===== src/rtl/spdif_tx_pkg.sv =====
package spdif_tx_pkg;
  localparam int WORD_W     = 32;
  localparam int PAR_BIT    = 27;
  localparam int HALF_W     = 6;   // 64 half-cells per subframe
  localparam int PRE_HALVES = 8;

  typedef enum logic [1:0] {PRE_BLOCK, PRE_LEFT, PRE_RIGHT} pre_kind_e;

  // Half-cell pattern of a preamble when the line was low before it.
  function automatic logic [7:0] pre_pattern(pre_kind_e k);
    case (k)
      PRE_BLOCK: return 8'b1110_1000;
      PRE_LEFT:  return 8'b1110_0010;
      default:   return 8'b1110_0100;
    endcase
  endfunction

  // Logical value carried by a data slot (4..31) of a subframe.
  function automatic logic slot_bit(logic [WORD_W-1:0] w, logic [4:0] slot, logic gen);
    logic [4:0] idx;
    idx = slot - 5'd4;
    if (slot == 5'd31) return gen ? ^w[PAR_BIT-1:0] : w[PAR_BIT];
    else if (slot >= 5'd4) return w[idx];
    else return 1'b0;
  endfunction
endpackage


===== src/rtl/spdif_tx_rate_div.sv =====
module spdif_tx_rate_div #(
  parameter int RATE_W  = 8,
  parameter int MIN_DIV = 3
) (
  input  logic              clk,
  input  logic              rst_n,
  input  logic              run,
  input  logic [RATE_W-1:0] rate,
  output logic              tick
);
  logic [RATE_W-1:0] cnt;
  logic [RATE_W-1:0] lim;

  assign lim  = (rate < RATE_W'(MIN_DIV)) ? RATE_W'(MIN_DIV) : rate;
  assign tick = run && (cnt >= lim);

  always_ff @(posedge clk or negedge rst_n) begin
    if (!rst_n)             cnt <= '0;
    else if (!run || tick)  cnt <= '0;
    else                    cnt <= cnt + 1'b1;
  end

  // half-cells never shorter than the clamped minimum of four cycles
  a_r1_min_spacing: assert property (@(posedge clk) disable iff (!rst_n)
    tick |=> !tick ##1 !tick ##1 !tick);
endmodule


===== src/rtl/spdif_tx_seq.sv =====
module spdif_tx_seq
  import spdif_tx_pkg::*;
#(
  parameter int HOLD_W       = 13,
  parameter int BLOCK_FRAMES = 192
) (
  input  logic              clk,
  input  logic              rst_n,
  input  logic              run,
  input  logic              tick,
  input  logic              mono,
  input  logic              mono_left,
  input  logic              hold_en,
  input  logic [HOLD_W-1:0] hold_cnt,
  output logic [HALF_W-1:0] hc,
  output pre_kind_e         pre_kind,
  output logic              fetch,
  output logic              carry
);
  localparam int BLK_W = $clog2(BLOCK_FRAMES);

  logic              sub_right;
  logic [BLK_W-1:0]  blk;
  logic [HOLD_W-1:0] pd;
  logic              sub_end;

  assign sub_end  = tick && (hc == {HALF_W{1'b1}});
  assign fetch    = tick && (hc == '0) && (!mono || !sub_right);
  assign carry    = !mono || (mono_left ? !sub_right : sub_right);
  assign pre_kind = sub_right ? PRE_RIGHT :
                    ((pd == '0) && (blk == '0)) ? PRE_BLOCK : PRE_LEFT;

  always_ff @(posedge clk or negedge rst_n) begin
    if (!rst_n) begin
      hc <= '0; sub_right <= 1'b0; blk <= '0; pd <= '0;
    end else if (!run) begin
      hc <= '0; sub_right <= 1'b0; blk <= '0;
      pd <= hold_en ? hold_cnt : '0;
    end else if (tick) begin
      hc <= hc + 1'b1;
      if (sub_end) begin
        sub_right <= ~sub_right;
        if (sub_right) begin
          if (pd != '0) pd <= pd - 1'b1;
          else if (blk == BLK_W'(BLOCK_FRAMES - 1)) blk <= '0;
          else blk <= blk + 1'b1;
        end
      end
    end
  end

  // the frame position never leaves the block
  a_r8_blk_range: assert property (@(posedge clk) disable iff (!rst_n)
    (sub_end && sub_right && pd == '0) |=> (blk < BLK_W'(BLOCK_FRAMES)));
  // single-channel mode fetches only at a left subframe start
  a_r9_mono_fetch: assert property (@(posedge clk) disable iff (!rst_n)
    (fetch && mono) |-> !sub_right);
endmodule


===== src/rtl/spdif_tx_bmc.sv =====
module spdif_tx_bmc
  import spdif_tx_pkg::*;
(
  input  logic              clk,
  input  logic              rst_n,
  input  logic              run,
  input  logic              tick,
  input  logic [HALF_W-1:0] hc,
  input  pre_kind_e         pre_kind,
  input  logic [WORD_W-1:0] word,
  input  logic              parity_gen,
  output logic              line
);
  logic       sf_start;
  logic       lvl;
  logic [7:0] pat;
  logic       base;

  always_comb begin
    pat  = pre_pattern(pre_kind);
    base = (hc == '0) ? line : sf_start;
    if (hc < HALF_W'(PRE_HALVES))
      lvl = pat[3'd7 - hc[2:0]] ^ base;
    else if (!hc[0])
      lvl = ~line;
    else
      lvl = line ^ slot_bit(word, hc[5:1], parity_gen);
  end

  always_ff @(posedge clk or negedge rst_n) begin
    if (!rst_n) begin
      line <= 1'b0; sf_start <= 1'b0;
    end else if (!run) begin
      line <= 1'b0; sf_start <= 1'b0;
    end else if (tick) begin
      line <= lvl;
      if (hc == '0) sf_start <= line;
    end
  end

  // every data slot opens with a line transition
  a_r6_cell_edge: assert property (@(posedge clk) disable iff (!rst_n)
    (run && tick && hc >= HALF_W'(PRE_HALVES) && !hc[0]) |=> (line != $past(line)));
  // with generated parity the subframe ends at the level it started from
  a_r7_even_close: assert property (@(posedge clk) disable iff (!rst_n)
    (run && tick && hc == {HALF_W{1'b1}} && parity_gen) |=> (line == sf_start));
endmodule


===== src/rtl/spdif_tx.sv =====
module spdif_tx
  import spdif_tx_pkg::*;
#(
  parameter int RATE_W       = 8,
  parameter int HOLD_W       = 13,
  parameter int BLOCK_FRAMES = 192
) (
  input  logic              clk,
  input  logic              rst_n,
  input  logic [RATE_W-1:0] cfg_rate,
  input  logic              cfg_enable,
  input  logic              cfg_tx_mode,
  input  logic              cfg_parity_gen,
  input  logic              cfg_mono,
  input  logic              cfg_mono_left,
  input  logic              cfg_hold_first_b,
  input  logic [HOLD_W-1:0] cfg_hold_count,
  input  logic              fifo_empty,
  input  logic [WORD_W-1:0] fifo_rdata,
  output logic              fifo_rd,
  output logic              underrun,
  output logic              line_out
);
  logic              run;
  logic              tick;
  logic [HALF_W-1:0] hc;
  pre_kind_e         pre_kind;
  logic              fetch;
  logic              carry;
  logic [WORD_W-1:0] held_w;
  logic [WORD_W-1:0] enc_word;
  logic              unused_hi;

  assign run       = cfg_enable & cfg_tx_mode;
  assign fifo_rd   = fetch & ~fifo_empty;
  assign underrun  = fetch & fifo_empty;
  assign enc_word  = carry ? held_w : '0;
  assign unused_hi = ^fifo_rdata[WORD_W-1:PAR_BIT+1];

  spdif_tx_rate_div #(.RATE_W(RATE_W)) u_div (
    .clk(clk), .rst_n(rst_n), .run(run), .rate(cfg_rate), .tick(tick));

  spdif_tx_seq #(.HOLD_W(HOLD_W), .BLOCK_FRAMES(BLOCK_FRAMES)) u_seq (
    .clk(clk), .rst_n(rst_n), .run(run), .tick(tick),
    .mono(cfg_mono), .mono_left(cfg_mono_left),
    .hold_en(cfg_hold_first_b), .hold_cnt(cfg_hold_count),
    .hc(hc), .pre_kind(pre_kind), .fetch(fetch), .carry(carry));

  always_ff @(posedge clk or negedge rst_n) begin
    if (!rst_n)        held_w <= '0;
    else if (!run)     held_w <= '0;
    else if (fetch)    held_w <= fifo_empty ? '0 : {{(WORD_W-PAR_BIT-1){1'b0}}, fifo_rdata[PAR_BIT:0]};
  end

  spdif_tx_bmc u_bmc (
    .clk(clk), .rst_n(rst_n), .run(run), .tick(tick), .hc(hc),
    .pre_kind(pre_kind), .word(enc_word), .parity_gen(cfg_parity_gen),
    .line(line_out));

  // a stopped transmitter drives the line low on the next clock
  a_r2_idle_low: assert property (@(posedge clk) disable iff (!rst_n)
    !run |=> !line_out);
  // a read is never issued to an empty FIFO
  a_r3_rd_has_data: assert property (@(posedge clk) disable iff (!rst_n)
    fifo_rd |-> !fifo_empty);
  // underrun and read never coincide, and underrun is a single pulse
  a_r4_one_event: assert property (@(posedge clk) disable iff (!rst_n)
    underrun |-> !fifo_rd ##1 !underrun);
endmodule


===== config.mk =====
export PLATFORM = sky130hd
export DESIGN_NAME = spdif_tx
export DESIGN_NICKNAME = d
export VERILOG_FILES = /design/src/rtl/spdif_tx_pkg.sv /design/src/rtl/spdif_tx_rate_div.sv /design/src/rtl/spdif_tx_seq.sv /design/src/rtl/spdif_tx_bmc.sv /design/src/rtl/spdif_tx.sv
export SDC_FILE = /design/constraint.sdc
export NUM_CORES = 1
export LEC_CHECK = 0
export BUFFER_PORTS_ARGS = -buffer_cell sky130_fd_sc_hd__buf_2
export CORE_MARGIN = 8
export CORE_UTILIZATION = 45
export DETAILED_ROUTE_END_ITERATION = 8
export PLACE_DENSITY = 0.62
export SYNTH_ARGS = -nofsm -noshare
export SYNTH_HDL_FRONTEND = slang
export SYNTH_SLANG_ARGS = --single-unit

===== constraint.sdc =====
create_clock -name clk -period 6.9 [get_ports clk]
set_clock_uncertainty 0.1 [all_clocks]
set_input_delay 1.035 -clock clk [delete_from_list [all_inputs] [get_ports clk]]
set_output_delay 1.035 -clock clk [all_outputs]
set_load 0.1 [all_outputs]

# Word level (Yosys, flattened, before mapping)
# Index checks and enable logic that the tools add are counted.
# totals
wordCells	101
reg_bits	70
input_bits	62
# op_classes
bitwise_logic	8
reduce_logical	20
add_sub_neg	6
eq_ne	10
mux	43
magnitude_cmp	6
# op_table
operator	n
32-bit 2-to-1 mux	3
13-bit 2-to-1 mux	6
8-bit 2-to-1 mux	8
28-bit 2-to-1 mux	1
27-bit XOR reduction	1
1-bit 2-to-1 mux	19
8-bit by 1-bit adder with 8-bit output (second input constant)	2
13-bit logical NOT	1
13-bit nonzero test	1
13-bit by 1-bit subtractor with 13-bit output (second input constant)	1
6-bit 2-to-1 mux	2
2-bit != test (second input constant)	6
8-bit == test (second input constant)	1
8-bit greater-or-equal comparator	1
8-bit logical NOT	1
8-bit by 2-bit < comparator with 1-bit output (second input constant)	1
4-bit one-hot mux with 2 select lines	1
4-bit AND reduction	2
6-bit by 1-bit adder with 6-bit output (second input constant)	1
6-bit == test (second input constant)	1
6-bit logical NOT	1
5-bit by 6-bit < comparator with 1-bit output (second input constant)	1
6-bit by 4-bit < comparator with 1-bit output (second input constant)	1
1-bit binary-select mux with 5-bit select	1
16 further kinds	29

# Longest topological paths before layout
# Gate-level depths: netlist (run 1).
# logic_depth
word_depth	15
ltp_mapped	12
depth_no_buf	10

# Hierarchy
# From an unflattened synthesis (run 1), not the netlist that was laid out.
# unflattened
hier_cells	514
area_unflattened_um2	4788.3
# by_module_without_submodules
mod	n_inst	area_per_inst_um2	cells_each
spdif_tx_seq	1	1712.9	186
spdif_tx	1	1639.1	159
spdif_tx_bmc	1	833.3	106
spdif_tx_rate_div	1	603.1	63

# Worst setup path after synthesis (run 1)
# Ideal clock, no wire load.
# synth_timing
path_kind	input -> output
from	input cfg_rate[4]
to	output fifo_rd
required_ns	5.765
stages	11
slack_ns	1.720
arrival_ns	4.045
path_cell_list	nor2_1 > a31o_2 > ha_1 > nand2b_1 > a21o_1 > a21oi_1 > o21ai_1 > clkbuf_1 > nand2_1 > nand4b_1 > nor2_1
# synth_between
elab_chain_len	7
# synth_lines
item	line_no	text
start, declared	spdif_tx.sv:10	input logic [RATE_W-1:0] cfg_rate,
8-bit by 2-bit < comparator with 1-bit output	spdif_tx_rate_div.sv:14	assign lim = (rate < RATE_W'(MIN_DIV)) ? RATE_W'(MIN_DIV) : rate;
8-bit 2-to-1 mux *	spdif_tx_rate_div.sv:14	
8-bit greater-or-equal comparator *	spdif_tx_rate_div.sv:15	assign tick = run && (cnt >= lim);
1-bit logical AND *	spdif_tx_rate_div.sv:15	
1-bit logical AND * (2 in a row)	spdif_tx_seq.sv:28	assign fetch = tick && (hc == '0) && (!mono || !sub_right);
1-bit bitwise AND *	spdif_tx.sv:35	assign fifo_rd = fetch & ~fifo_empty;
end, declared	spdif_tx.sv:20	output logic fifo_rd,
# Mark *: on every way between the ends. The rest lies on a longest branch, timed or not.

# Worst setup path after layout (run 1)
# layout_timing
from	input cfg_rate[4]
to	output underrun
# layout_between
elab_chain_len	7
# layout_lines
item	line_no	text
8-bit by 2-bit < comparator with 1-bit output	spdif_tx_rate_div.sv:14	
8-bit 2-to-1 mux *	spdif_tx_rate_div.sv:14	
8-bit greater-or-equal comparator *	spdif_tx_rate_div.sv:15	
1-bit logical AND *	spdif_tx_rate_div.sv:15	
1-bit logical AND * (2 in a row)	spdif_tx_seq.sv:28	
1-bit bitwise AND *	spdif_tx.sv:36	assign underrun = fetch & fifo_empty;
end, declared	spdif_tx.sv:21	output logic underrun,
# Marked as above.

==> impl_metrics.py, run 1 <==
metrics = {
    "drt": {
        "dr.pass1.iters": 4,
        "wirelength_mm": 9.125,
        "drt_iter0_drc": 94,
        "wl_per_cell_um": 14.74,
        "viasPerCell": 5.472,
        "vias": 3387,
        "drtAntennaViolNets": 0,
        "drc": 0,
    },
    "floorplan": {
        "io_pins": 65,
        "start_util": 0.4582,
        "dieWidth_um": 112.3,
        "fp-row-count": 35,
        "fp.dieArea_um2": 12610,
        "coreArea_um2": 9109,
        "chipHeight_um": 112.3,
    },
    "cts": {
        "cts_root_buffer": "clkbuf_8",
        "cts_resized": 0,
        "clk_pin_slew_worst_paths_ns": 0.06,
        "postCtsSetupBuffers": 0,
        "cts_buffers": 9,
        "hold_buffers": 0,
        "clock_sinks": 66,
        "tritoncts": "built",
        "clock_latency_ns": 0.34,
        "cts_max_path_buffers": 2,
        "h-tree-depth": 3,
    },
    "sta": {
        "tns_ns": 0,
        "rsz0062_at_grt": "false",
        "fin_crit_sh": 0.6709,
        "relSlewSlack": 0.4417,
        "finalHoldViolations": 0,
        "setup_viol": 0,
        "slew_viol_final": 0,
        "worst_slack_ns": 2.271,
        "fmax_ghz": 0.2160,
        "min_period_ns": 4.629,
        "worstMarginPinSlew_ns": 0.8374,
    },
    "logic_synthesis": {
        "synthFlopType": "dfrtp_1",
        "post_synth.cell_area_avg_um2": 9.194,
        "synth_fp_nets": 533,
        "synthDistinctLibCells": 58,
        "syn_inst": 454,
        "synth_mux_area_frac": 0.05725,
        "yosys.area_share.simple": 0.2398,
        "synth_adder_area_share": 0.05096,
        "synthXorXnorAreaFrac": 0.1136,
        "synth_top_area_frac": 0.3957,
        "yosys_warnings": 0,
        "synth_edf_count": 0,
        "synth_top_family_by_area": "simple AND/OR/NAND/NOR gates",
        "ys_seq_area_frac": 0.3957,
        "synth_area_um2": 4174,
        "synth-async-reset-ratio": 1.000,
        "synth-seq-cells": 66,
        "synth_area_leaders": "dfrtp_1 (40%), nand3_1 (7.2%), xnor2_1 (6.3%)",
        "synth_top_area_cell": "dfrtp_1",
        "synth-compound-area-share": 0.1013,
    },
    "worst_setup_path": {
        "required_ns": 5.76,
        "worstSetupPathType": "input port to output pin",
        "startpoint_type": "input port",
        "crit_path_end_kind": "output pin",
        "crit_arrival_ns": 3.49,
        "crit_fanout": 23,
    },
    "pwr": {
        "finalPower_uw": 756.9,
        "irDropWorstVdd_v": 0.00008174,
        "pwr_density_cell_nw_per_um2": 160.6,
        "p_leak_uw": 0.002135,
    },
    "placed_design": {
        "gp_congestion": 0.8188,
        "portBuffers": 60,
        "dp_hpwl_mm": 6.534,
        "pre_cts_slack_ns": 2.320,
    },
    "grt": {
        "grt.total_usage": 0.1519,
        "grt_pass1_vias": 3444,
        "grt_remaining_overflow": 0,
        "grt_pass1_wl_mm": 15.97,
        "grt_max_degree": 67,
        "antenna_found_initial": 0,
    },
    "cells_and_area": {
        "syn_to_final_growth_pct": 12.92,
        "fin_nets": 582,
        "drive_above_1_share": 0.1890,
        "diodes": 0,
    },
    "job": {
        "drv_cap": 0,
    },
    "run_status": {
        "status": "complete, no violations",
    },
    "worst_hold_path": {
        "hp-class": "register to register",
    },
}
power breakdown:
part | switching, uW | internal, uW
Sequential | 6.14 | 393
Combinational | 41.9 | 28.9
Clock | 149 | 138
Total | 197 | 560
placed cells by master, fill, tap and decap left out, types with 2 or more instances in the layout:
cell type	count
a21oi_1	7
a31oi_1	4
and2_1	5
and3_1	7
buf_2	60
buf_4	5
clkbuf_8	10
clkinv_2	3
clkinvlp_4	2
dfrtp_1	66
ha_1	17
inv_1	16
mux2i_1	7
mux4_2	7
nand2_1	39
nand3_1	60
nand4_1	9
nand4b_1	2
nor2_1	32
nor2b_1	2
nor3_1	4
nor3b_1	5
nor4b_1	2
o211ai_1	2
o21ai_0	42
o21ai_1	6
or3_1	3
or4_1	3
xnor2_1	30
xnor3_1	2
xor2_1	19
final timing paths:
check | cells after the start | slack [ns] | from | end
max | 13 | 2.27 | cfg_rate[4] | underrun
min | 2 | 0.43 | u_bmc.sf_start$_DFFE_PN0N_ | u_bmc.sf_start$_DFFE_PN0N_
max reg2reg | 7 | 4.04 | u_seq.pd[6]$_DFFE_PN0P_ | u_bmc.line$_DFFE_PN0N_
min reg2reg | 2 | 0.43 | u_bmc.sf_start$_DFFE_PN0N_ | u_bmc.sf_start$_DFFE_PN0N_
max in group asynchronous | 2 | 5.38 | rst_n | u_bmc.sf_start$_DFFE_PN0N_
min in group asynchronous | 2 | 0.77 | rst_n | u_div.cnt[4]$_DFF_PN0_
logic make-up (layout without fill, tap and decap cells):
| family | Yosys count | count (layout) |
|---|---|---|
| XOR/XNOR | 51 | 51 |
| buffers and inverters | 44 | 98 |
| multiplexers | 15 | 15 |
| AND/OR/NAND/NOR | 188 | 188 |
| AO/OA/AOI/OAI | 73 | 73 |
| adder cells (fa/ha/maj) | 17 | 17 |
| flip-flops | 66 | 66 |
layout make-up:
type                            count  area (um2)
Fill cell                         872        4395
Multi-Input combinational cell    344        2350
Sequential cell                    66        1652
Timing Repair Buffer               65       337.8
Clock buffer                       11       141.4
Tap cell                          111       138.9
Inverter                           17       63.81
Clock inverter                      5       30.03
flip-flops by register name, summed over array words and instances (netlist names):
name             flops
held_w              28
u_seq.pd            13
u_div.cnt            8
u_seq.blk            8
u_seq.hc             6
u_bmc.line           1
u_bmc.sf_start       1
u_seq.sub_right      1
per-stage QoR:
stage / cell area (um2) / utilization / std cells / hold slack, ns
2_1_floorplan: 4174 / - / 454 / 0.3851
4_1_cts: 4713 / 0.5174 / 619 / 0.4382
6_report: 4713 / 0.5174 / 619 / 0.4270
3_3_place_gp: 4542 / 0.4986 / 603 / 0.4091
5_1_grt: 4713 / 0.5174 / 619 / 0.4657
3_5_place_dp: 4542 / 0.4986 / 603 / 0.4227
Yosys cell counts (all sizes together), types with 5 or more instances:
library cell and number:
nand2 39, a21oi 7, dfrtp 66, nor3b 6
buf 7, o21ai 48, nand3 61, nand4 9
and2 5, nor2 33, inv 16, and3 7
mux4 7, xor2 19, mux2i 7, xnor2 30
clkbuf 20, ha 17
worst max-delay path: stages:
cell      delay, ns
buf_2          0.09
nor2_1         0.05
a31o_2         0.24
ha_1           0.26
nand2b_1       0.09
a21o_1         0.10
a21oi_1        0.06
o21ai_1        0.13
buf_4          0.28
nand2_1        0.23
nand4b_1       0.32
nor2_1         0.14
buf_2          0.44
layer usage:
metal / vias up / part of all wire / global-route usage
li1: 1707 / - / -
met1: 1611 / 0.47 / 0.1909
met2: 60 / 0.48 / 0.2493
met3: 9 / 0.040 / 0.03650
met4: 0 / 0.014 / 0.05396
met5: - / 0 / 0
Power figures use the tool's default switching activity.
==> run 2: changes to the inputs <==
--- a/config.mk
+++ b/config.mk
@@ -9,7 +9,7 @@
 export CORE_MARGIN = 8
 export CORE_UTILIZATION = 45
 export DETAILED_ROUTE_END_ITERATION = 8
-export PLACE_DENSITY = 0.62
+export PLACE_DENSITY = 0.64
 export SYNTH_ARGS = -nofsm -noshare
 export SYNTH_HDL_FRONTEND = slang
 export SYNTH_SLANG_ARGS = --single-unit
==> constraint.sdc (replaced) <==
create_clock -name clk -period 3.8 [get_ports clk]
set_clock_uncertainty 0.1 [all_clocks]
set_input_delay 0.57 -clock clk [delete_from_list [all_inputs] [get_ports clk]]
set_output_delay 0.57 -clock clk [all_outputs]
set_load 0.1 [all_outputs]
==> run 2 against run 1 <==
Against the previous run: die area unchanged; critical path depth decreased by 1; critical path type unchanged; sequential power up 81%.
==> impl_metrics.py, run 2 (synthesis results as in run 1) <==
metrics = {
    "run_status": {
        "status": "complete, no violations",
    },
    "placed_design": {
        "pre_cts_slack_ns": 0.5290,
        "portBuffers": 60,
        "gp_congestion": 0.8357,
        "dp_hpwl_mm": 6.780,
    },
    "sta": {
        "fin_crit_sh": 0.8590,
        "finalHoldViolations": 0,
        "rsz0062_at_grt": "false",
        "slew_viol_final": 0,
        "fmax_ghz": 0.3063,
        "relSlewSlack": 0.2695,
        "setup_viol": 0,
        "min_period_ns": 3.264,
        "worst_slack_ns": 0.5357,
        "worstMarginPinSlew_ns": 1.096,
    },
    "floorplan": {
        "io_pins": 65,
        "dieWidth_um": 112.3,
        "fp-row-count": 35,
        "coreArea_um2": 9109,
        "start_util": 0.4582,
        "fp.dieArea_um2": 12610,
        "chipHeight_um": 112.3,
    },
    "grt": {
        "grt_remaining_overflow": 0,
        "grt_pass1_vias": 3480,
        "grt_max_degree": 57,
        "antenna_found_initial": 0,
        "grt.total_usage": 0.1556,
        "grt_pass1_wl_mm": 16.19,
    },
    "drt": {
        "drc": 0,
        "drt_iter0_drc": 145,
        "wl_per_cell_um": 14.95,
        "drtAntennaViolNets": 0,
        "viasPerCell": 5.523,
        "wirelength_mm": 9.299,
        "dr.pass1.iters": 4,
        "vias": 3435,
    },
    "worst_setup_path": {
        "path_delay_family": "simple AND/OR/NAND/NOR gates",
        "r2r-start": "u_seq.pd[6]$_DFFE_PN0P_",
        "crit_start": "cfg_rate[5]",
        "crit_arrival_ns": 2.59,
        "critPathBufInv": 2,
        "crit_fanout": 7,
        "worstReg2RegEnd": "u_bmc.line$_DFFE_PN0N_",
        "slowest_delay_ns": 0.32,
        "required_ns": 3.13,
        "worstSetupPathType": "input port to output pin",
        "cp_cell_sequence": "buf_2, nor2_1, a31o_2, ha_1, nand2b_1, a21o_1, a21oi_1, o21ai_1, nand2_1, nand4b_1, nor2_2, buf_12",
        "crit_end": "underrun",
        "crit_path_end_kind": "output pin",
        "rr_worst_depth": 7,
        "r2r_setup_slack_ns": 0.91,
        "startpoint_type": "input port",
        "worst-path-stages": 12,
        "critPathSlowestCell": "nand4b_1",
    },
    "cells_and_area": {
        "top_register": "held_w",
        "fin_nets": 585,
        "largest_register_ffs": 28,
        "diodes": 0,
        "final_core_util": 0.5250,
        "final_common_cell": "dfrtp_1",
        "drive_above_1_share": 0.1957,
        "final_cell_mix": "dfrtp_1 (66), nand3_1 (60), buf_2 (58)",
        "syn_to_final_growth_pct": 14.57,
        "reg_top3": "held_w (28), u_seq.pd (13)",
        "n_fill_cell": 860,
    },
    "cts": {
        "clock_sinks": 66,
        "clock_latency_ns": 0.34,
        "cts_resized": 0,
        "clk_pin_slew_worst_paths_ns": 0.07,
        "h-tree-depth": 3,
        "tritoncts": "built",
        "cts_root_buffer": "clkbuf_8",
        "postCtsSetupBuffers": 0,
        "hold_buffers": 0,
        "cts_buffers": 9,
        "cts_max_path_buffers": 2,
    },
    "pwr": {
        "p_leak_uw": 0.002165,
        "irDropWorstVdd_v": 0.0001577,
        "pwr_density_cell_nw_per_um2": 294.4,
    },
    "job": {
        "drv_cap": 0,
    },
    "worst_hold_path": {
        "hp-class": "input port to asynchronous set/reset pin",
    },
}
run 2: changes by cell type in the layout (fill, tap and decap cells not counted), sizes merged:
cell | before | now
clkbuf | 11 | 14
clkinv | 4 | 3
buf | 65 | 68
clkinvlp | 2 | 0
run 2: power by group:
group,switching (uW),leakage [uW],internal (uW)
registers,10.6,0.000908,714
clock network,263,0.0000965,289
logic,78.3,0.00116,53.8
total,351,0.00216,1060
run 2: layout make-up:
type	count	area, um2	share of cell area
well taps	111	138.9	0.02904
flip-flops and latches	66	1652	0.3454
multi-input cells	344	2355	0.4924
repair buffers	68	390.4	0.08163
clock buffers	14	172.7	0.03611
clock inverters	2	10.01	0.002093
inverters	17	63.81	0.01334
run 2: per-layer routing:
layer  up-vias  global-route usage  wire length, um
met5         -                   0                0
met4         0             0.05935               95
met3        11             0.02952              286
met2        57              0.2545             4506
met1      1660              0.1993             4410
li1       1707                   -                -
run 2: how the worst min path moves through the flow:
stage | cells past startpoint | end
after floorplan | 0 | held_w[0]$_DFFE_PN0P_
after global placement | 2 | u_bmc.sf_start$_DFFE_PN0N_
after detailed placement | 2 | u_bmc.sf_start$_DFFE_PN0N_
after CTS | 3 | u_seq.pd[6]$_DFFE_PN0P_
after global routing | 3 | u_seq.pd[6]$_DFFE_PN0P_
final | 1 | held_w[18]$_DFFE_PN0P_
run 2: through the flow:
| stage | setup TNS [ns] | hold slack (ns) | instances | area (um2) | total power, uW |
|---|---|---|---|---|---|
| floorplan | -0.05882 | 0.1744 | 454 | 4179 | 808.4 |
| global route | 0 | 0.3615 | 622 | 4782 | 1474 |
| CTS | 0 | 0.3447 | 622 | 4782 | 1428 |
| finish | 0 | 0.3326 | 622 | 4782 | 1408 |
| detailed placement | 0 | 0.4317 | 606 | 4599 | 871.6 |
| global placement | 0 | 0.4129 | 606 | 4599 | 868.3 |
